--- config.mk ---
export PLATFORM = sky130hd
export DESIGN_NAME = bit_branch_unit
export DESIGN_NICKNAME = d
export VERILOG_FILES = /design/src/rtl/bbu_pkg.sv /design/src/rtl/bbu_code_select.sv /design/src/rtl/bbu_bit_pick.sv /design/src/rtl/bbu_branch_resolve.sv /design/src/rtl/bit_branch_unit.sv
export SDC_FILE = /design/constraint.sdc
export NUM_CORES = 1
export LEC_CHECK = 0
export BUFFER_PORTS_ARGS = -buffer_cell sky130_fd_sc_hd__buf_2
export CAP_MARGIN = 30
export CORE_ASPECT_RATIO = 0.6
export CORE_MARGIN = 1
export CORE_UTILIZATION = 40
export DETAILED_ROUTE_END_ITERATION = 8
export PLACE_DENSITY = 0.79
export SLEW_MARGIN = 20
export SYNTH_ARGS = -nofsm -noshare
export SYNTH_HDL_FRONTEND = slang
export SYNTH_HIERARCHICAL = 1
export SYNTH_SLANG_ARGS = --single-unit
--- constraint.sdc ---
create_clock -name clk -period 3.1 [get_ports clk]
set_clock_uncertainty 0.05 [all_clocks]
set_input_delay 0.62 -clock clk [delete_from_list [all_inputs] [get_ports clk]]
set_output_delay 0.62 -clock clk [all_outputs]
set_load 0.02 [all_outputs]
--- src/rtl/bbu_pkg.sv ---
package bbu_pkg;

    typedef enum logic [2:0] {
        OPC_NONE     = 3'd0,
        OPC_TEST_IMM = 3'd1,
        OPC_TEST_REG = 3'd2,
        OPC_BR_CLR   = 3'd3,
        OPC_BR_SET   = 3'd4
    } opc_e;

    function automatic logic is_test(input logic [2:0] op);
        return (op == OPC_TEST_IMM) || (op == OPC_TEST_REG);
    endfunction

    function automatic logic is_branch(input logic [2:0] op);
        return (op == OPC_BR_CLR) || (op == OPC_BR_SET);
    endfunction

endpackage

--- src/rtl/bbu_code_select.sv ---
module bbu_code_select #(
    parameter int DATA_W = 16,
    parameter int CODE_W = $clog2(DATA_W)
) (
    input  logic              use_reg_i,
    input  logic [CODE_W-1:0] imm_code_i,
    input  logic [DATA_W-1:0] treg_i,
    output logic [CODE_W-1:0] code_o
);

    // register form keeps only the low code field of the temporary register
    logic [CODE_W-1:0] reg_code;
    assign reg_code = treg_i[CODE_W-1:0];

    always_comb begin
        code_o = use_reg_i ? reg_code : imm_code_i;
    end

endmodule

--- src/rtl/bbu_bit_pick.sv ---
module bbu_bit_pick #(
    parameter int DATA_W = 16,
    parameter int CODE_W = $clog2(DATA_W)
) (
    input  logic [DATA_W-1:0] data_i,
    input  logic [CODE_W-1:0] code_i,
    output logic              bit_o
);

    localparam int SLOTS = 1 << CODE_W;

    // slot k holds the data bit that code k names (counted from the MSB)
    logic [SLOTS-1:0] by_code;

    for (genvar k = 0; k < SLOTS; k++) begin : g_slot
        if (k < DATA_W) begin : g_live
            assign by_code[k] = data_i[DATA_W-1-k];
        end else begin : g_pad
            assign by_code[k] = 1'b0;
        end
    end

    assign bit_o = by_code[code_i];

endmodule

--- src/rtl/bbu_branch_resolve.sv ---
module bbu_branch_resolve #(
    parameter int PC_W = 16
) (
    input  logic            br_clr_i,
    input  logic            br_set_i,
    input  logic            flag_i,
    input  logic [PC_W-1:0] pc_i,
    input  logic [PC_W-1:0] target_i,
    output logic            taken_o,
    output logic [PC_W-1:0] next_pc_o
);

    logic [PC_W-1:0] seq_pc;

    always_comb begin
        seq_pc    = pc_i + PC_W'(1);
        taken_o   = (br_clr_i && !flag_i) || (br_set_i && flag_i);
        next_pc_o = taken_o ? target_i : seq_pc;
    end

endmodule

--- src/rtl/bit_branch_unit.sv ---
module bit_branch_unit #(
    parameter int DATA_W = 16,
    parameter int PC_W   = 16
) (
    input  logic              clk,
    input  logic              rst,
    input  logic [2:0]        op_i,
    input  logic [DATA_W-1:0] data_i,
    input  logic [3:0]        imm_code_i,
    input  logic [DATA_W-1:0] treg_i,
    input  logic [PC_W-1:0]   pc_i,
    input  logic [PC_W-1:0]   target_i,
    output logic              flag_o,
    output logic              taken_o,
    output logic [PC_W-1:0]   next_pc_o
);
    import bbu_pkg::*;

    localparam int CODE_W = $clog2(DATA_W);

    typedef struct packed {
        logic            tc;
        logic            taken;
        logic [PC_W-1:0] npc;
    } unit_state_t;

    unit_state_t state_d, state_q;

    logic              op_test, op_reg, op_clr, op_set;
    logic [CODE_W-1:0] sel_code;
    logic              picked_bit;
    logic              br_taken;
    logic [PC_W-1:0]   br_npc;

    always_comb begin
        op_test = is_test(op_i);
        op_reg  = (op_i == OPC_TEST_REG);
        op_clr  = (op_i == OPC_BR_CLR);
        op_set  = (op_i == OPC_BR_SET);
    end

    bbu_code_select #(.DATA_W(DATA_W), .CODE_W(CODE_W)) u_code (
        .use_reg_i  (op_reg),
        .imm_code_i (imm_code_i[CODE_W-1:0]),
        .treg_i     (treg_i),
        .code_o     (sel_code)
    );

    bbu_bit_pick #(.DATA_W(DATA_W), .CODE_W(CODE_W)) u_pick (
        .data_i (data_i),
        .code_i (sel_code),
        .bit_o  (picked_bit)
    );

    bbu_branch_resolve #(.PC_W(PC_W)) u_br (
        .br_clr_i  (op_clr),
        .br_set_i  (op_set),
        .flag_i    (state_q.tc),
        .pc_i      (pc_i),
        .target_i  (target_i),
        .taken_o   (br_taken),
        .next_pc_o (br_npc)
    );

    always_comb begin
        state_d       = state_q;
        state_d.tc    = op_test ? picked_bit : state_q.tc;
        state_d.taken = br_taken;
        state_d.npc   = br_npc;
    end

    always_ff @(posedge clk) begin
        if (rst) begin
            state_q <= '0;
        end else begin
            state_q <= state_d;
        end
    end

    assign flag_o    = state_q.tc;
    assign taken_o   = state_q.taken;
    assign next_pc_o = state_q.npc;

endmodule

; Word level (Yosys, flattened, before mapping)
; Cells that the tools add are included.
[totals]
register_bits = 18
in_bits = 73
output_inout_bits = 18
elab_cells = 18
[classes]
addsub = 1
order_cmp = 1
n_eq_ne = 4
muxes = 4
reduce_logical = 5
[ops]
columns = cell, count
row1 = 16-bit by 1-bit adder with 16-bit output (second input constant), 1
row2 = 16-bit 2-to-1 mux, 1
row3 = 3-bit by 2-bit equality test with 1-bit output (second input constant), 2
row4 = 4-bit by 5-bit < comparator with 1-bit output (second input constant), 1
row5 = 1-bit binary-select mux with 4-bit select, 1
row6 = 4-bit 2-to-1 mux, 1
row7 = 3-bit by 1-bit equality test with 1-bit output (second input constant), 1
row8 = 3-bit equality test (second input constant), 1
row9 = 1-bit logical AND, 2
row10 = 1-bit logical OR, 2
row11 = 1-bit logical NOT, 1
row12 = 1-bit 2-to-1 mux, 1

; Logic depth before layout (Yosys ltp)
[logic_depth]
ltp_word = 4
mapped_depth = 7
depth_no_buf = 7

; By module
; The synthesis kept the hierarchy.
[modules_own_cells]
columns = module, instances, cells_each, area_per_inst_um2, seq_area_each_um2
row1 = bit_branch_unit, 1, 44, 568.0, 360.3
row2 = bbu_branch_resolve, 1, 79, 508.0, 0.0
row3 = bbu_bit_pick, 1, 7, 135.1, 0.0
row4 = bbu_code_select, 1, 4, 45.0, 0.0

; Least setup slack after synthesis
; Ideal clock, no wire load.
[synth_timing]
kind = in2reg
startpoint = in op_i[2]
endpoint = reg state_q, in the netlist flag_o
arrival_ns = 2.307
t_required_ns = 2.954
setup_slack_ns = 0.647
path_stages = 7
path_cell_list = nor3b_1 mux2_2 mux4_1 mux2i_1 mux2i_1 inv_1 o41ai_2
[synth_between]
elab_chain_len = 4
[synth_lines]
columns = element, line
row1 = "start, declared", bit_branch_unit.sv:7  ; input logic [2:0] op_i,
row2 = 3-bit by 2-bit equality test with 1-bit output, bit_branch_unit.sv:37  ; op_reg = (op_i == OPC_TEST_REG);
row3 = 4-bit 2-to-1 mux, bbu_code_select.sv:16  ; code_o = use_reg_i ? reg_code : imm_code_i;
row4 = net sel_code[0], bit_branch_unit.sv:30  ; logic [CODE_W-1:0] sel_code;
row5 = 1-bit binary-select mux with 4-bit select, bbu_bit_pick.sv:23  ; assign bit_o = by_code[code_i];
row6 = 1-bit 2-to-1 mux (implied by the code), bbu_bit_pick.sv:23
row7 = net picked_bit, bit_branch_unit.sv:31  ; logic picked_bit;
row8 = "end signal, assigned", bit_branch_unit.sv:76  ; state_q <= state_d;
row9 = "end, declared", bit_branch_unit.sv:27  ; unit_state_t state_d, state_q;
; The timed path passes the listed nets, and every way through them passes these cells. The select of a mux whose other input is x is not followed.
; A chain may end at the register's enable or synchronous reset.

; Worst setup path after layout
[layout_timing]
startpoint = in op_i[2]
endpoint = reg state_q, in the netlist flag_o
[layout_between]
elab_chain_len = 4
[layout_lines]
columns = element, line
row1 = 3-bit by 2-bit equality test with 1-bit output, bit_branch_unit.sv:37
row2 = net op_reg, bit_branch_unit.sv:29  ; logic op_test, op_reg, op_clr, op_set;
row3 = 4-bit 2-to-1 mux, bbu_code_select.sv:16
row4 = net sel_code[0], bit_branch_unit.sv:30
row5 = 1-bit binary-select mux with 4-bit select, bbu_bit_pick.sv:23
row6 = 1-bit 2-to-1 mux (implied by the code), bbu_bit_pick.sv:23
row7 = net picked_bit, bit_branch_unit.sv:31
; The timed path passes the listed nets, and every way through them passes these cells. The select of a mux whose other input is x is not followed.

==> impl_metrics.csv <==
group,metric,value,unit
critical_path,end_kind,"flip-flop",
route,route.detailed.drc,0,
finish,final_area,1730,sq um
route,wirelength,2980,microns
critical_path,r2r_setup_slack,1440,ps
finish,area_delta_synth_final,37.8,%
place,io_buffers,78,
place,placed_cell_area,1680,sq um
synthesis,synth_top_flop_cell,"dfxtp_1",
grt,grt_overflow,0,
grt,grt_pass1_vias,995,
grt,antenna_found_initial,0,
synthesis,syn-cell-area,1260,sq um
critical_path,worstPathRequired,3210,ps
critical_path,crit_fanout,5,
die,rows,15,
grt,grt_max_degree,33,
min_path,min_path_type,"in2reg",
synthesis,synth_top_area_share,28.7,%
die,ioPinCount,91,
clock_network,cts_tree,"done",
route,first_pass_iters,4,
synthesis,ys_ff_latch,18,
place,finalWeightedCongestion,0.803,
flow_run,cap_violations,0,
pwr,power.leakage,0.795,nW
synthesis,seq_area_frac_synth,28.7,%
clock_network,cts_setup_buffers,0,
clock_network,h-tree-depth,1,
pwr,swShare,28.2,%
sta,fin_tns_setup,0,ps
synthesis,avgSynthCellArea,9.37,sq um
synthesis,ys_top_cells_by_count,"22 x nand2_1, 18 x dfxtp_1, 11 x xnor2_1",
synthesis,syn_inst,134,
grt,grt_pass1_wl,4560,microns
sta,grt_setup_unrepaired,"false",
critical_path,crit_type,"in2reg",
synthesis,netlist_top_cells_area,"dfxtp_1 29%, mux4_1 8.4%, xnor2_1 7.7%",
die,die_y,45.4,microns
synthesis,synth.net_count,208,
clock_network,insertion_delay,250,ps
route,vias_per_cell,4.64,
sta,setup_viol,0,
finish,nets,287,
clock_network,postCtsHoldBufs,0,
sta,period_needed,2330,ps
critical_path,crit_arrival,2440,ps
sta,finalHoldViolations,0,
die,die-area,3380,sq um
route,dr.first_iter.drc_count,35,
critical_path,slowest_stage,"mux2_2",
clock_network,cts_resized,0,
sta,timing.final.crit_share,75.2,%
critical_path,start_kind,"input port",
pwr,seqPwrFrac,40.5,%
finish,drive_above_1_share,50.9,%
sta,tightest_slew,867,ps
clock_network,numCtsBuffers,3,
critical_path,critPathMaxStageDelay,440,ps
route,ant_nets,0,
clock_network,ctsRootBufferMaster,"clkbuf_8",
pwr,powerDensity,361,nW/um^2
synthesis,synth_edf_count,0,
synthesis,async_flop_share,0,%
synthesis,yosysMostFrequentCell,"nand2_1",
outcome,status,"complete, no violations",
pwr,power_frac_clock,30.7,%
route,num_vias,1178,
finish,antennaDiodeCount,0,
place,dp_hpwl,2420,microns
clock_network,clk_pin_slew,70,ps
grt,grtUsageTotal,18.0,%
pwr,switching_power,176,uW
pwr,irDropWorstVdd,156,uV
synthesis,yosysUniqueCellTypes,30,
route,wl_per_cell,11.7,microns
sta,max_freq,429,MHz
synthesis,yosysTopAreaCell,"dfxtp_1",
clock_network,clock_path_buffers,2,
pwr,pwr-share-comb,28.9,%
die,die_x,74.3,microns
critical_path,path_cells,"buf_2 -> nor3b_1 -> mux2_2 -> mux4_1 -> mux2i_1 -> mux2i_1 -> inv_1 -> o41ai_2",
sta,maxSlewViolCount,0,
clock_network,clock_sinks,18,
sta,maxSlewHeadroom,42.1,%
critical_path,crit_top_cell,"mux2i_1",
synthesis,yosysWarnings,6,
die,core_area,2930,sq um
pwr,p_int,449,uW
die,floorplan.initialDensity,42.9,%
[critical path, delay by kind of cell]
family / cells / cell delay [ps]
AOI/OAI and AO/OA: 1 / 310
buffers and inverters: 2 / 200
muxes: 4 / 1010
and+or+nand+nor: 1 / 310
[placed cells by master (no fill, tap or decap), types with 6 or more instances in the layout]
| cell | count |
|---|---|
| nand2_1 | 22 |
| dfxtp_1 | 18 |
| o21ai_0 | 7 |
| xnor2_1 | 11 |
| nor2b_1 | 8 |
| nor2b_2 | 10 |
| buf_2 | 78 |
| o21ai_1 | 6 |
[through the flow]
| stage | hold slack (ps) | instances | setup WS [ps] | utilization, % | power (mW) |
|---|---|---|---|---|---|
| after global placement | 582 | 250 | 497 | 57.3 | 0.436 |
| final | 567 | 254 | 769 | 59.1 | 0.625 |
| after floorplan | 642 | 134 | 647 | - | 0.365 |
| after detailed placement | 607 | 250 | 511 | 57.3 | 0.439 |
| after CTS | 562 | 254 | 771 | 59.1 | 0.632 |
| after global routing | 580 | 254 | 570 | 59.1 | 0.656 |
[registers in the layout (all words and copies together) (netlist names)]
name       cells
next_pc_o     16
taken_o        1
flag_o         1
[per-layer routing]
metal / global-route usage [%] / vias to the layer above / routed length [microns]
met2: 27.8 / 42 / 1310
met3: 3.32 / 2 / 164
met5: 0 / - / 0
li1: - / 627 / -
met1: 26.8 / 507 / 1490
met4: 2.26 / 0 / 6
[power by group through the flow]
stage | combinational [mW] | sequential (mW) | clock [mW]
after floorplan | 0.0836 | 0.281 | 0
after global placement | 0.178 | 0.258 | 0
after detailed placement | 0.181 | 0.258 | 0
after CTS | 0.182 | 0.253 | 0.197
after global routing | 0.199 | 0.255 | 0.203
final | 0.180 | 0.253 | 0.192
[final cells by class]
cell class              instances  area, sq um
fillers                       282         1200
flip-flops and latches         18          360
multi-input cells             107          851
clock buffers                   4         55.1
well taps                      42         52.6
repair buffers                 79          398
inverters                       4         15.0
[worst paths after layout]
check                from      endpoint  cells after the start
setup reg to reg   flag_o  next_pc_o[5]                      4
setup / recovery  op_i[2]        flag_o                      8
hold reg to reg    flag_o        flag_o                      3
hold / removal    op_i[2]        flag_o                      2
[logic make-up (layout without fill, tap and decap cells)]
kind of cell	Yosys count	after routing	synth area share, %
and+or+nand+nor	62	62	32.6
xor gates and xnor gates	15	15	10.5
AOI/OAI and AO/OA	17	17	8.57
adders and majority gates	1	1	0.996
DFF	18	18	28.7
buffers and inverters	9	87	3.59
muxes	12	12	15.1
Power figures use the tool's default switching activity.
